<file path="config.mk">
export PLATFORM = sky130hd
export DESIGN_NAME = ea_gen
export DESIGN_NICKNAME = d
export VERILOG_FILES = /design/src/rtl/ea_gen_pkg.sv /design/src/rtl/ea_gen_ctrl.sv /design/src/rtl/ea_gen_dp.sv /design/src/rtl/ea_gen.sv
export SDC_FILE = /design/constraint.sdc
export NUM_CORES = 1
export LEC_CHECK = 0
export ABC_CLOCK_PERIOD_IN_PS = 4600
export BUFFER_PORTS_ARGS = -buffer_cell sky130_fd_sc_hd__buf_2
export CAP_MARGIN = 20
export CORE_ASPECT_RATIO = 1.2
export CORE_MARGIN = 2
export CORE_UTILIZATION = 47
export CTS_BUF_LIST = sky130_fd_sc_hd__clkbuf_4
export DETAILED_ROUTE_END_ITERATION = 16
export PLACE_DENSITY_LB_ADDON = 0.15
export SYNTH_ARGS = -nofsm -noshare
export SYNTH_HDL_FRONTEND = slang
export SYNTH_SLANG_ARGS = --single-unit
</file>
<file path="constraint.sdc">
create_clock -name clk -period 4.6 [get_ports clk]
set_input_delay 0.23 -clock clk [delete_from_list [all_inputs] [get_ports clk]]
set_output_delay 0.23 -clock clk [all_outputs]
set_load 0.02 [all_outputs]
</file>
<file path="src/rtl/ea_gen_pkg.sv">
package ea_gen_pkg;

  localparam int EA_ADDR_W = 24;
  localparam int EA_OFS_W  = 16;
  localparam int EA_BYTE_W = 8;
  localparam int EA_IDX_W  = 3;

  typedef enum logic [2:0] {
    EA_INDIRECT = 3'd0,
    EA_INDEXED  = 3'd1,
    EA_RELATIVE = 3'd2,
    EA_EXTENDED = 3'd3,
    EA_RESTART  = 3'd4,
    EA_IO       = 3'd5
  } eaMode_e;

  typedef struct packed {
    logic       load;
    logic       selIndirect;
    logic       selIndexed;
    logic       selRelative;
    logic       selExtended;
    logic       selRestart;
    logic       selIo;
    logic       wide;
    logic [1:0] src;
  } eaStrobe_t;

endpackage

</file>
<file path="src/rtl/ea_gen_ctrl.sv">
module ea_gen_ctrl
  import ea_gen_pkg::*;
(
  input  logic       reqValid,
  input  logic [2:0] mode,
  input  logic       longMode,
  input  logic [1:0] srcSel,
  output eaStrobe_t  strb
);

  always_comb begin
    strb      = '0;
    strb.wide = longMode;
    strb.src  = srcSel;
    if (reqValid) begin
      unique case (mode)
        EA_INDIRECT: begin strb.load = 1'b1; strb.selIndirect = 1'b1; end
        EA_INDEXED:  begin strb.load = 1'b1; strb.selIndexed  = 1'b1; end
        EA_RELATIVE: begin strb.load = 1'b1; strb.selRelative = 1'b1; end
        EA_EXTENDED: begin strb.load = 1'b1; strb.selExtended = 1'b1; end
        EA_RESTART:  begin strb.load = 1'b1; strb.selRestart  = 1'b1; end
        EA_IO:       begin strb.load = 1'b1; strb.selIo       = 1'b1; end
        default:     strb.load = 1'b0;
      endcase
    end
  end

endmodule

</file>
<file path="src/rtl/ea_gen_dp.sv">
module ea_gen_dp
  import ea_gen_pkg::*;
#(
  parameter int ADDR_W = EA_ADDR_W,
  parameter int OFS_W  = EA_OFS_W,
  parameter int BYTE_W = EA_BYTE_W,
  parameter int IDX_W  = EA_IDX_W
) (
  input  logic                clk,
  input  logic                rstN,
  input  eaStrobe_t           strb,
  input  logic [ADDR_W-OFS_W-1:0] pageReg,
  input  logic [ADDR_W-1:0]   regBc,
  input  logic [ADDR_W-1:0]   regDe,
  input  logic [ADDR_W-1:0]   regHl,
  input  logic [ADDR_W-1:0]   regIx,
  input  logic [ADDR_W-1:0]   regIy,
  input  logic [ADDR_W-1:0]   nextPc,
  input  logic [BYTE_W-1:0]   opLo,
  input  logic [BYTE_W-1:0]   opMid,
  input  logic [BYTE_W-1:0]   opHi,
  input  logic [IDX_W-1:0]    rstIdx,
  output logic [ADDR_W-1:0]   addrOut,
  output logic                addrValid,
  output logic                ioCycle
);

  localparam int PAGE_W  = ADDR_W - OFS_W;
  localparam int EXT_W   = ADDR_W - BYTE_W;
  localparam int OPS_W   = 3 * BYTE_W;
  localparam int RST_SH  = 3;

  logic [ADDR_W-1:0] indBase, idxBase, dispBase, dispExt;
  logic [ADDR_W-1:0] sumLong, opWord, rstLong, memLong, nextAddr;
  logic [OFS_W-1:0]  sumShort, memShort, ioOfs, rstOfs;

  // Base register choices
  always_comb begin
    unique case (strb.src)
      2'd0:    indBase = regBc;
      2'd1:    indBase = regDe;
      default: indBase = regHl;
    endcase
  end

  assign idxBase  = strb.src[0] ? regIy : regIx;
  assign dispBase = strb.selRelative ? nextPc : idxBase;

  // Signed displacement adder, both widths
  assign dispExt  = {{EXT_W{opLo[BYTE_W-1]}}, opLo};
  assign sumLong  = dispBase + dispExt;
  assign sumShort = dispBase[OFS_W-1:0] + dispExt[OFS_W-1:0];

  // Operand assembly: the widest value the bytes can form, fitted to ADDR_W
  generate
    if (OPS_W >= ADDR_W) begin : g_opTrim
      logic [OPS_W-1:0] opsAll;
      assign opsAll = {opHi, opMid, opLo};
      assign opWord = opsAll[ADDR_W-1:0];
    end else begin : g_opPad
      assign opWord = {{(ADDR_W-OPS_W){1'b0}}, opHi, opMid, opLo};
    end
  endgenerate

  assign rstOfs  = OFS_W'(rstIdx) << RST_SH;
  assign rstLong = ADDR_W'(rstOfs);
  assign ioOfs   = strb.src[0] ? opWord[OFS_W-1:0] : regBc[OFS_W-1:0];

  always_comb begin
    memLong  = indBase;
    memShort = indBase[OFS_W-1:0];
    if (strb.selIndexed || strb.selRelative) begin
      memLong  = sumLong;
      memShort = sumShort;
    end else if (strb.selExtended) begin
      memLong  = opWord;
      memShort = opWord[OFS_W-1:0];
    end else if (strb.selRestart) begin
      memLong  = rstLong;
      memShort = rstOfs;
    end
  end

  always_comb begin
    if (strb.selIo)     nextAddr = {{PAGE_W{1'b0}}, ioOfs};
    else if (strb.wide) nextAddr = memLong;
    else                nextAddr = {pageReg, memShort};
  end

  always_ff @(posedge clk) begin
    if (!rstN) begin
      addrOut   <= '0;
      addrValid <= 1'b0;
      ioCycle   <= 1'b0;
    end else begin
      addrValid <= strb.load;
      ioCycle   <= strb.load & strb.selIo;
      if (strb.load) addrOut <= nextAddr;
    end
  end

endmodule

</file>
<file path="src/rtl/ea_gen.sv">
module ea_gen
  import ea_gen_pkg::*;
#(
  parameter int ADDR_W = EA_ADDR_W,
  parameter int OFS_W  = EA_OFS_W,
  parameter int BYTE_W = EA_BYTE_W,
  parameter int IDX_W  = EA_IDX_W
) (
  input  logic                    clk,
  input  logic                    rstN,
  input  logic                    reqValid,
  input  logic [2:0]              mode,
  input  logic                    longMode,
  input  logic [1:0]              srcSel,
  input  logic [ADDR_W-OFS_W-1:0] pageReg,
  input  logic [ADDR_W-1:0]       regBc,
  input  logic [ADDR_W-1:0]       regDe,
  input  logic [ADDR_W-1:0]       regHl,
  input  logic [ADDR_W-1:0]       regIx,
  input  logic [ADDR_W-1:0]       regIy,
  input  logic [ADDR_W-1:0]       nextPc,
  input  logic [BYTE_W-1:0]       opLo,
  input  logic [BYTE_W-1:0]       opMid,
  input  logic [BYTE_W-1:0]       opHi,
  input  logic [IDX_W-1:0]        rstIdx,
  output logic [ADDR_W-1:0]       addrOut,
  output logic                    addrValid,
  output logic                    ioCycle
);

  eaStrobe_t strb;

  ea_gen_ctrl u_ctrl (
    .reqValid (reqValid),
    .mode     (mode),
    .longMode (longMode),
    .srcSel   (srcSel),
    .strb     (strb)
  );

  ea_gen_dp #(
    .ADDR_W (ADDR_W),
    .OFS_W  (OFS_W),
    .BYTE_W (BYTE_W),
    .IDX_W  (IDX_W)
  ) u_dp (
    .clk       (clk),
    .rstN      (rstN),
    .strb      (strb),
    .pageReg   (pageReg),
    .regBc     (regBc),
    .regDe     (regDe),
    .regHl     (regHl),
    .regIx     (regIx),
    .regIy     (regIy),
    .nextPc    (nextPc),
    .opLo      (opLo),
    .opMid     (opMid),
    .opHi      (opHi),
    .rstIdx    (rstIdx),
    .addrOut   (addrOut),
    .addrValid (addrValid),
    .ioCycle   (ioCycle)
  );

endmodule

</file>
Word-level counts from Yosys, hierarchy flattened
Cells that the tools add are included.
Storage, ports and cells
  register bits: 26
  input port bits: 188
  word-level logic and storage cells: 36
Cells by class
  $add $sub $neg: 2
  eq/ne operators: 6
  multiplexer cells: 20
  bitwise logic cells: 1
  reductions and logical operators: 4
Operators with widths (count)
  $mux 24: 7
  $mux 16: 4
  $pmux 24 s2: 1
  $add 24x24->24: 1
  $add 16x16->16: 1
  $mux 1: 7
  $mux 7: 1
  $eq 3x2->1 const B: 2
  $eq 3x3->1 const B: 2
  $reduce_or 6->1: 1
  $eq 3x1->1 const B: 1
  $logic_not 3->1: 1
  $eq 2x1->1 const B: 1
  $logic_not 2->1: 1
  $and 1x1->1: 1
  $logic_or 1x1->1: 1

Depth between registers and ports, before layout
Gate-level depths: netlist of the first run.
  word-level depth: 9
  gate-level depth with buffers: 17
  depth with buffers taken out: 14

By module
From an unflattened synthesis of the first run, not the netlist that was laid out.
Second synthesis, totals
  cell total of the unflattened synthesis: 565
  area total of the unflattened synthesis: 3965.1 um2
By module, submodules not included
  ea_gen_dp: instances 1, cells an instance 555, area an instance 3861.2 um2, seq. area each 520.5 um2
  ea_gen_ctrl: instances 1, cells an instance 10, area an instance 103.8 um2, seq. area each 0.0 um2

Worst setup path before layout of the first run
OpenSTA, ideal clock, no wires.
  path type: in2reg
  from: in srcSel[0]
  to: reg u_dp.addrOut[22]
  data arrival time: 3.457 ns
  required time: 4.538 ns
  slack: 1.080 ns
  stages: 16
  buffers on the path: 4
  path through: buf_2 buf_2 buf_2 buf_2 mux2i_1 o21ai_0 ha_1 fa_1 nand3_2 nand2_2 a31oi_4 o211ai_2 a32o_2 a21o_1 or4_1 nand3_1
On the way
  cells in the longest elaborated chain, start to end: 7
  elaborated cells between the ends (all ways): 11
Ends and longest elaborated chain
  start, declared: RTL line ea_gen.sv:14  | input logic [1:0] srcSel,
  parallel branches: the longest is 4 deep, another holds $add 24x24->24
  $mux 24 *: RTL line ea_gen_dp.sv:72  | if (strb.selIndexed || strb.selRelative) begin
  $mux 24 *: RTL line ea_gen_dp.sv:86  | else if (strb.wide) nextAddr = memLong;
  $mux 24 *: RTL line ea_gen_dp.sv:85  | if (strb.selIo) nextAddr = {{PAGE_W{1'b0}}, ioOfs};
  end signal, assigned: RTL line ea_gen_dp.sv:98  | if (strb.load) addrOut <= nextAddr;
  end, declared: RTL line ea_gen_dp.sv:23  | output logic [ADDR_W-1:0] addrOut,
Mark *: on every way between the ends.
A chain may end at the register's enable or synchronous reset.

Worst setup path in the final report of the first run
  from: in mode[1]
  to: reg u_dp.addrOut[22]
On the way
  cells in the longest elaborated chain, start to end: 8
  elaborated cells between the ends (all ways): 22
Ends and longest elaborated chain
  start, declared: RTL line ea_gen.sv:12  | input logic [2:0] mode,
  $eq 3x2->1 / $eq 3x3->1 (equally long branches): RTL line ea_gen_ctrl.sv:16  | unique case (mode)
  $mux 1: RTL line ea_gen_ctrl.sv:16
  $mux 7 *: RTL line ea_gen_ctrl.sv:15  | if (reqValid) begin
  $mux 24 (on tied branches): RTL line ea_gen_dp.sv:47, ea_gen_dp.sv:78
  $add 24x24->24 / $mux 24 (equally long branches): RTL line ea_gen_dp.sv:51, ea_gen_dp.sv:75
  $mux 24: RTL line ea_gen_dp.sv:72
  $mux 24: RTL line ea_gen_dp.sv:86
  $mux 24: RTL line ea_gen_dp.sv:85
Every way passes the cells marked *; elsewhere a longest branch is shown, timed or not.

==> results of run 1 <==
[cell families after synthesis]
logic type	count (synthesis)
xor gates and xnor gates	18
buffers and inverters	48
AOI/OAI and AO/OA	224
DFF	26
adders and majority gates	25
and+or+nand+nor	193
muxes	43
[cells in the mapped netlist, drive strengths merged (3+ instances only)]
library cell / count / share of area
and3: 5 / 0.0085
nor2: 32 / 0.030
nor3: 13 / 0.016
nand2: 82 / 0.078
a211oi: 13 / 0.028
a221oi: 19 / 0.042
a222oi: 3 / 0.0075
nand2b: 8 / 0.013
o21ai: 89 / 0.11
a21boi: 4 / 0.0075
and2: 6 / 0.010
a31oi: 7 / 0.015
mux2i: 43 / 0.11
nand3: 12 / 0.016
o22ai: 6 / 0.011
nor2b: 21 / 0.033
clkbuf: 22 / 0.023
or3: 4 / 0.0063
buf: 18 / 0.024
a211o: 3 / 0.0066
a21oi: 48 / 0.062
xor2: 8 / 0.018
dfxtp: 26 / 0.13
ha: 24 / 0.075
inv: 8 / 0.0075
o211ai: 3 / 0.0069
a21o: 7 / 0.013
xnor2: 10 / 0.022
a22oi: 5 / 0.0094
[metrics by stage]
step / power [mW] / hold slack (ns)
3_3_place_gp: 0.827 / 0.440
2_1_floorplan: 0.640 / 0.362
6_report: 1.01 / 0.111
5_1_grt: 1.07 / 0.102
3_5_place_dp: 0.832 / 0.445
4_1_cts: 1.00 / 0.100
[power by group through the flow]
stage	combinational (mW)	sequential [mW]	clock [mW]
4_1_cts	0.576	0.253	0.172
3_3_place_gp	0.569	0.258	0
6_report	0.584	0.254	0.171
5_1_grt	0.640	0.255	0.177
2_1_floorplan	0.360	0.279	0
3_5_place_dp	0.574	0.258	0
[layout make-up]
cell class	instances	area share
inverters	8	0.00591
well taps	114	0.0281
multi-input cells	503	0.639
flip-flops and latches	26	0.102
clock buffers	3	0.00443
repair buffers	215	0.213
clock inverters	1	0.00591
diodes	1	0.000492
[worst min path at each step]
| stage | end | slack, ns | depth (start not counted) |
|---|---|---|---|
| after floorplan | u_dp.addrOut[19]$_SDFFE_PN0P_ | 0.36 | 2 |
| after global placement | u_dp.addrOut[2]$_SDFFE_PN0P_ | 0.44 | 2 |
| after detailed placement | u_dp.addrOut[2]$_SDFFE_PN0P_ | 0.44 | 2 |
| after CTS | u_dp.addrOut[19]$_SDFFE_PN0P_ | 0.1 | 3 |
| after global routing | u_dp.addrOut[19]$_SDFFE_PN0P_ | 0.10 | 3 |
| final | u_dp.addrOut[19]$_SDFFE_PN0P_ | 0.11 | 3 |
[registers in the layout, indices dropped and copies added, names as in the netlist]
signal	flops
u_dp.addrOut	24
u_dp.addrValid	1
u_dp.ioCycle	1
[routing by layer]
| layer | global-route usage | share of wire | up-vias |
|---|---|---|---|
| met3 | 0.0221 | 0.079 | 18 |
| met2 | 0.523 | 0.49 | 245 |
| li1 | - | - | 2493 |
| met5 | 0 | 0 | - |
| met4 | 0.0758 | 0.017 | 0 |
| met1 | 0.382 | 0.42 | 2283 |
[worst max-delay path, stage by stage]
cell and delay (ns):
buf_2 0.21, nor2b_1 0.30, and3_1 0.34, buf_4 0.38, o21ai_0 0.22, ha_1 0.36
a21oi_2 0.16, nand2_2 0.10, a31oi_4 0.27, o211ai_2 0.15, a32o_2 0.29, a21o_1 0.19
or4_1 0.47, nand3_1 0.09
==> qor.csv, run 1 <==
stage,metric,value,unit
final_layout,Reg area,520,um^2
critical_path,depth of the most critical reg-to-reg path,2,
clock_network,Resize count post-CTS,0,
sta,post-route clock period utilization,0.755,
die,area of the die,9240,um^2
sta,final slew viol count,0,
place,Port Buf Inserts,213,
power,sw power,428,uW
die,Core ar.,8200,um^2
worst_hold_path,Min-Delay Path Class,input pin to flip-flop,
detailed_routing,DR pass1 iterations,8,
final_layout,Util after Layout,0.620,
sta,slew margin rel.,0.451,
final_layout,layout cells sized above 1,0.311,
grt,largest net degree at the start of global routing,54,
sta,setup slack after layout,1.13,ns
final_layout,Area Overhead vs Synth,27.5,%
status,status,"complete, no violations",
clock_network,Post-CTS Hold Buffers,0,
clock_network,latest clock arrival within the worst-skew pair,0.34,ns
place,Placed Cells,866,
grt,total track usage,0.296,
critical_path,crit end category,flip-flop,
logic_synthesis,"Distinct cells, synth",65,
die,Die Height,105,um
power,switch share,0.424,
power,combinational group share of total power,0.579,
power,pwr/cell area,199,nW/um^2
final_layout,# nets final,970,
power,leakage power,2.46,nW
critical_path,CP required,4.90,ns
sta,final setup vio count,0,
sta,Fmax,288,MHz
grt,global-route wire length before repair,22000,um
critical_path,Startpoint Class,input pin,
grt,Overflow after GRT,0,
power,Max IR drop VDD,0.144,mV
logic_synthesis,Synth Cell Area,3990,um^2
clock_network,Clock Tree Buf Depth,2,
detailed_routing,Post-Route WL,14400,um
clock_network,Worst-path clk slew,0.17,ns
logic_synthesis,largest family of logic cells by synthesized area,compound AO/OA/AOI/OAI gates,
final_layout,"most common cell after layout, fill and taps aside",buf_2,
logic_synthesis,area share of and/or/nand/nor cells after synthesis,0.229,
job,Max-Cap Viols,0,
clock_network,H-Tree Level Count,1,
die,io pins,214,
clock_network,TritonCTS clock tree,done,
clock_network,Root Driver,clkbuf_4,
power,register share of total power,0.251,
logic_synthesis,Adder-Cell Fraction of Synth Area,0.0804,
logic_synthesis,async set-or-reset flop fraction in the synthesized netlist,0,
logic_synthesis,Post-Synth XOR/XNOR Area,0.0395,
sta,Setup Skew,0,ns
logic_synthesis,complex-gate fraction of the synthesized area,0.358,
logic_synthesis,Post-Syn Nets,790,
sta,unrepaired setup endpoints after global routing,no,
logic_synthesis,synthesized flop and latch total,26,
critical_path,Critical Path Sink,u_dp.addrOut[22]$_SDFFE_PN0P_,
power,clock power share,0.170,
logic_synthesis,Post-synth EDFFs,0,
clock_network,setup repair bufs after CTS,0,
detailed_routing,initial drt markers,326,
die,row cnt,36,
worst_hold_path,hold path start,pageReg[3],
die,Die W,88.1,um
detailed_routing,vias after detailed routing,5039,
final_layout,multi-input combinational cell area,3250,um^2
detailed_routing,Routed Antenna Nets,0,
critical_path,Worst R2R Setup Slack,3.73,ns
critical_path,Setup CP Type,input pin to flip-flop,
detailed_routing,detail-routed via count per cell,5.79,
critical_path,R2R Path Start,u_dp.addrOut[22]$_SDFFE_PN0P_,
critical_path,critical path arrival,3.77,ns
power,P_int,581,uW
clock_network,cts bufs inserted,3,
critical_path,"critical path fanouts, max",41,
logic_synthesis,Syn Inst Count,577,
detailed_routing,Routed WL per cell,16.5,um
grt,number of global-route vias before repair,4657,
logic_synthesis,most used flip-flop cell after synthesis,dfxtp_1,
final_layout,"Cell Count, Final, Fillers Out",871,
logic_synthesis,"Seq/Total Area, Yosys",0.131,
logic_synthesis,proportion of synthesized area in mux cells,0.108,
logic_synthesis,Mean Syn Cell Area,6.91,um^2
sta,Final TNS setup,0,ns
place,DP Area,5030,um^2
critical_path,CP startpoint,mode[1],
final_layout,Filler cells,830,
logic_synthesis,YS warnings,0,
clock_network,clk sinks,26,
critical_path,RR Endpoint,u_dp.addrOut[22]$_SDFFE_PN0P_,
place,GP Congestion,0.971,
place,pre-CTS setup slack,0.797,ns
detailed_routing,drt drc,0,
final_layout,most frequent cells in the layout,"buf_2, o21ai_0, nand2_1",
place,post-DP HPWL,11700,um
sta,post-layout min period,3.47,ns
sta,Worst-Margin Slew,0.818,ns
grt,initial antenna violation count,1,
sta,final hold viol count,0,
die,initial core utilization,0.486,
final_layout,design area,5080,um^2
No activity file was read; power rests on OpenSTA's default activity.
==> run 2, diff against run 1 <==
Settings changed: ABC_CLOCK_PERIOD_IN_PS 4600 to 3000, CORE_UTILIZATION 47 to 43.
Clock period 4.6 ns to 3 ns, I/O delays scaled along.
==> run 2 against run 1 <==
Compared with the run above:
- via count rose by 0.36%
- critical path depth rose by 1
- clock-buffer cell count did not move
- first-iteration DRC count fell by 16%
- utilization fell by 3.3 points
- largest cell class unchanged
==> qor.csv, run 2 (synthesized netlist as in run 1, its figures left out) <==
stage,metric,value,unit,change
critical_path,crit end category,flip-flop,,
grt,Overflow after GRT,0,,unchanged
critical_path,critical path arrival,3.06,ns,-0.71 ns
clock_network,Post-CTS Hold Buffers,0,,unchanged
power,sw power,659,uW,+54%
die,area of the die,10100,um^2,+8.9%
final_layout,most frequent cells in the layout,"buf_2, o21ai_0, nand2_1",,
sta,Final TNS setup,0,ns,unchanged
final_layout,max reg flops,24,,unchanged
clock_network,Resize count post-CTS,0,,unchanged
critical_path,Startpoint Class,input pin,,
sta,setup slack after layout,0.221,ns,-0.907 ns
clock_network,cts bufs inserted,3,,unchanged
sta,Worst-Margin Slew,0.811,ns,-0.00778 ns
detailed_routing,vias after detailed routing,5057,,+0.36%
place,post-DP HPWL,12200,um,+4.6%
sta,Setup Skew,0,ns,unchanged
die,io pins,214,,unchanged
sta,final hold viol count,0,,unchanged
sta,unrepaired setup endpoints after global routing,no,,
status,status,"complete, no violations",,
final_layout,design area,5300,um^2,+4.3%
final_layout,"most common cell after layout, fill and taps aside",buf_2,,
critical_path,Setup CP Type,input pin to flip-flop,,
clock_network,TritonCTS clock tree,done,,
place,pre-CTS setup slack,-0.156,ns,-0.953 ns
critical_path,"slowest stage cell, crit path",ha_1,,
worst_hold_path,hold path cells,3,,unchanged
critical_path,CP required,3.28,ns,-1.62 ns
place,DP Area,5270,um^2,+4.9%
sta,post-layout min period,2.78,ns,
place,Placed Cells,902,,+4.2%
power,P_int,859,uW,+48%
detailed_routing,initial drt markers,273,,-16%
critical_path,worst-path cell chain,"buf_2, nor2b_2, and3_4, buf_4, o21ai_0, ha_1, nand3_1, o22ai_2, buf_4, o21a_1, nand3_1, a21oi_1, nor3_1, or3_1, nand2_1",,
final_layout,# nets final,1000,,+3.1%
critical_path,depth of the most critical reg-to-reg path,2,,unchanged
final_layout,layout cells sized above 1,0.342,,+0.0314
power,combinational group share of total power,0.633,,+0.054
power,leakage power,2.58,nW,+5.2%
die,Die W,91.9,um,+4.3%
clock_network,H-Tree Level Count,1,,unchanged
power,Max IR drop VDD,0.139,mV,-3.6%
place,Port Buf Inserts,213,,unchanged
die,Core ar.,9030,um^2,+10%
final_layout,top flop regs,"u_dp.addrOut (24), u_dp.addrValid (1), u_dp.ioCycle (1)",,
clock_network,latest clock arrival within the worst-skew pair,0.34,ns,about the same
clock_network,clk sinks,26,,unchanged
die,initial core utilization,0.441,,-0.0450
detailed_routing,Routed Antenna Nets,0,,unchanged
critical_path,Critical Path Max Stage Delay,0.39,ns,-0.08 ns
final_layout,Area Overhead vs Synth,33.0,%,
clock_network,setup repair bufs after CTS,0,,unchanged
clock_network,Clock Tree Buf Depth,2,,unchanged
power,pwr/cell area,286,nW/um^2,+44%
critical_path,"critical path fanouts, max",29,,-29%
clock_network,Root Driver,clkbuf_4,,
sta,final slew viol count,0,,unchanged
detailed_routing,Routed WL per cell,16.0,um,-3.2%
grt,global-route wire length before repair,22200,um,+0.88%
grt,total track usage,0.273,,-0.0232
die,Die Height,109,um,+4.4%
place,GP Congestion,0.943,,-2.9%
job,Max-Cap Viols,0,,unchanged
grt,initial antenna violation count,1,,unchanged
final_layout,Reg with most FFs,u_dp.addrOut,,
worst_hold_path,Min-Delay Path Class,input pin to flip-flop,,
sta,slew margin rel.,0.456,,+0.00522
sta,Fin Hold WS,0.0682,ns,-0.0424 ns
grt,largest net degree at the start of global routing,53,,-1.9%
detailed_routing,detail-routed via count per cell,5.58,,-3.6%
sta,final setup vio count,0,,unchanged
power,switch share,0.434,,+0.00956
detailed_routing,drt drc,0,,unchanged
power,clock power share,0.110,,-0.060
sta,post-route clock period utilization,0.926,,
detailed_routing,Post-Route WL,14500,um,+0.80%
power,register share of total power,0.257,,+0.006
detailed_routing,DR pass1 iterations,5,,-3
die,row cnt,38,,+5.6%
grt,number of global-route vias before repair,4677,,+0.43%
sta,Fmax,360,MHz,
final_layout,"Cell Count, Final, Fillers Out",907,,+4.1%
clock_network,Worst-path clk slew,0.15,ns,-0.02 ns
## run 2: changes by cell type in the layout (fill, tap and decap cells not counted), sizes merged
cell,previous run,this run
buf,215,245
bufinv,1,0
clkinv,0,1
## run 2: final cells by class
| type | instances | area (um^2) |
|---|---|---|
| Sequential cell | 26 | 520 |
| Clock inverter | 1 | 3.75 |
| Multi-Input combinational cell | 503 | 3260 |
| Inverter | 8 | 30.0 |
| Clock buffer | 3 | 22.5 |
| Fill cell | 900 | 3730 |
| Timing Repair Buffer | 245 | 1310 |
| Antenna cell | 1 | 2.50 |
| Tap cell | 120 | 150 |
## run 2: path summary, 6_finish.rpt
path                                      start                            end  slack [ns]
setup / recovery                        mode[2]  u_dp.addrOut[19]$_SDFFE_PN0P_        0.22
setup reg to reg  u_dp.addrOut[19]$_SDFFE_PN0P_  u_dp.addrOut[19]$_SDFFE_PN0P_        2.16
hold reg to reg    u_dp.addrOut[2]$_SDFFE_PN0P_   u_dp.addrOut[2]$_SDFFE_PN0P_        0.47
hold / removal                       pageReg[3]  u_dp.addrOut[19]$_SDFFE_PN0P_        0.07
## run 2: power by group through the flow
stage,clock (mW),combinational (mW),sequential [mW]
6_report,0.167,0.961,0.390
2_1_floorplan,0,0.566,0.429
4_1_cts,0.173,0.956,0.390
3_5_place_dp,0,0.953,0.397
3_3_place_gp,0,0.944,0.397
5_1_grt,0.177,1.05,0.392
## run 2: layer usage
metal,up-vias,wire (um),GRT usage
met1,2261,5970,0.335
met2,220,7210,0.508
met5,-,0,0
li1,2564,-,-
met4,0,133,0.0565
met3,12,1220,0.0377
## run 2: metrics by stage
stage               power [mW]   util
CTS                       1.52  0.586
floorplan                0.994      -
global placement          1.34  0.584
detailed placement        1.35  0.584
finish                    1.52  0.587
global route              1.62  0.587
## run 2: worst max-delay path, delay by kind of cell
kind,cells,cell delay (ns)
and+or+nand+nor,7,1.15
AOI/OAI and AO/OA,4,0.84
buffers and inverters,3,0.53
adders and majority gates,1,0.39
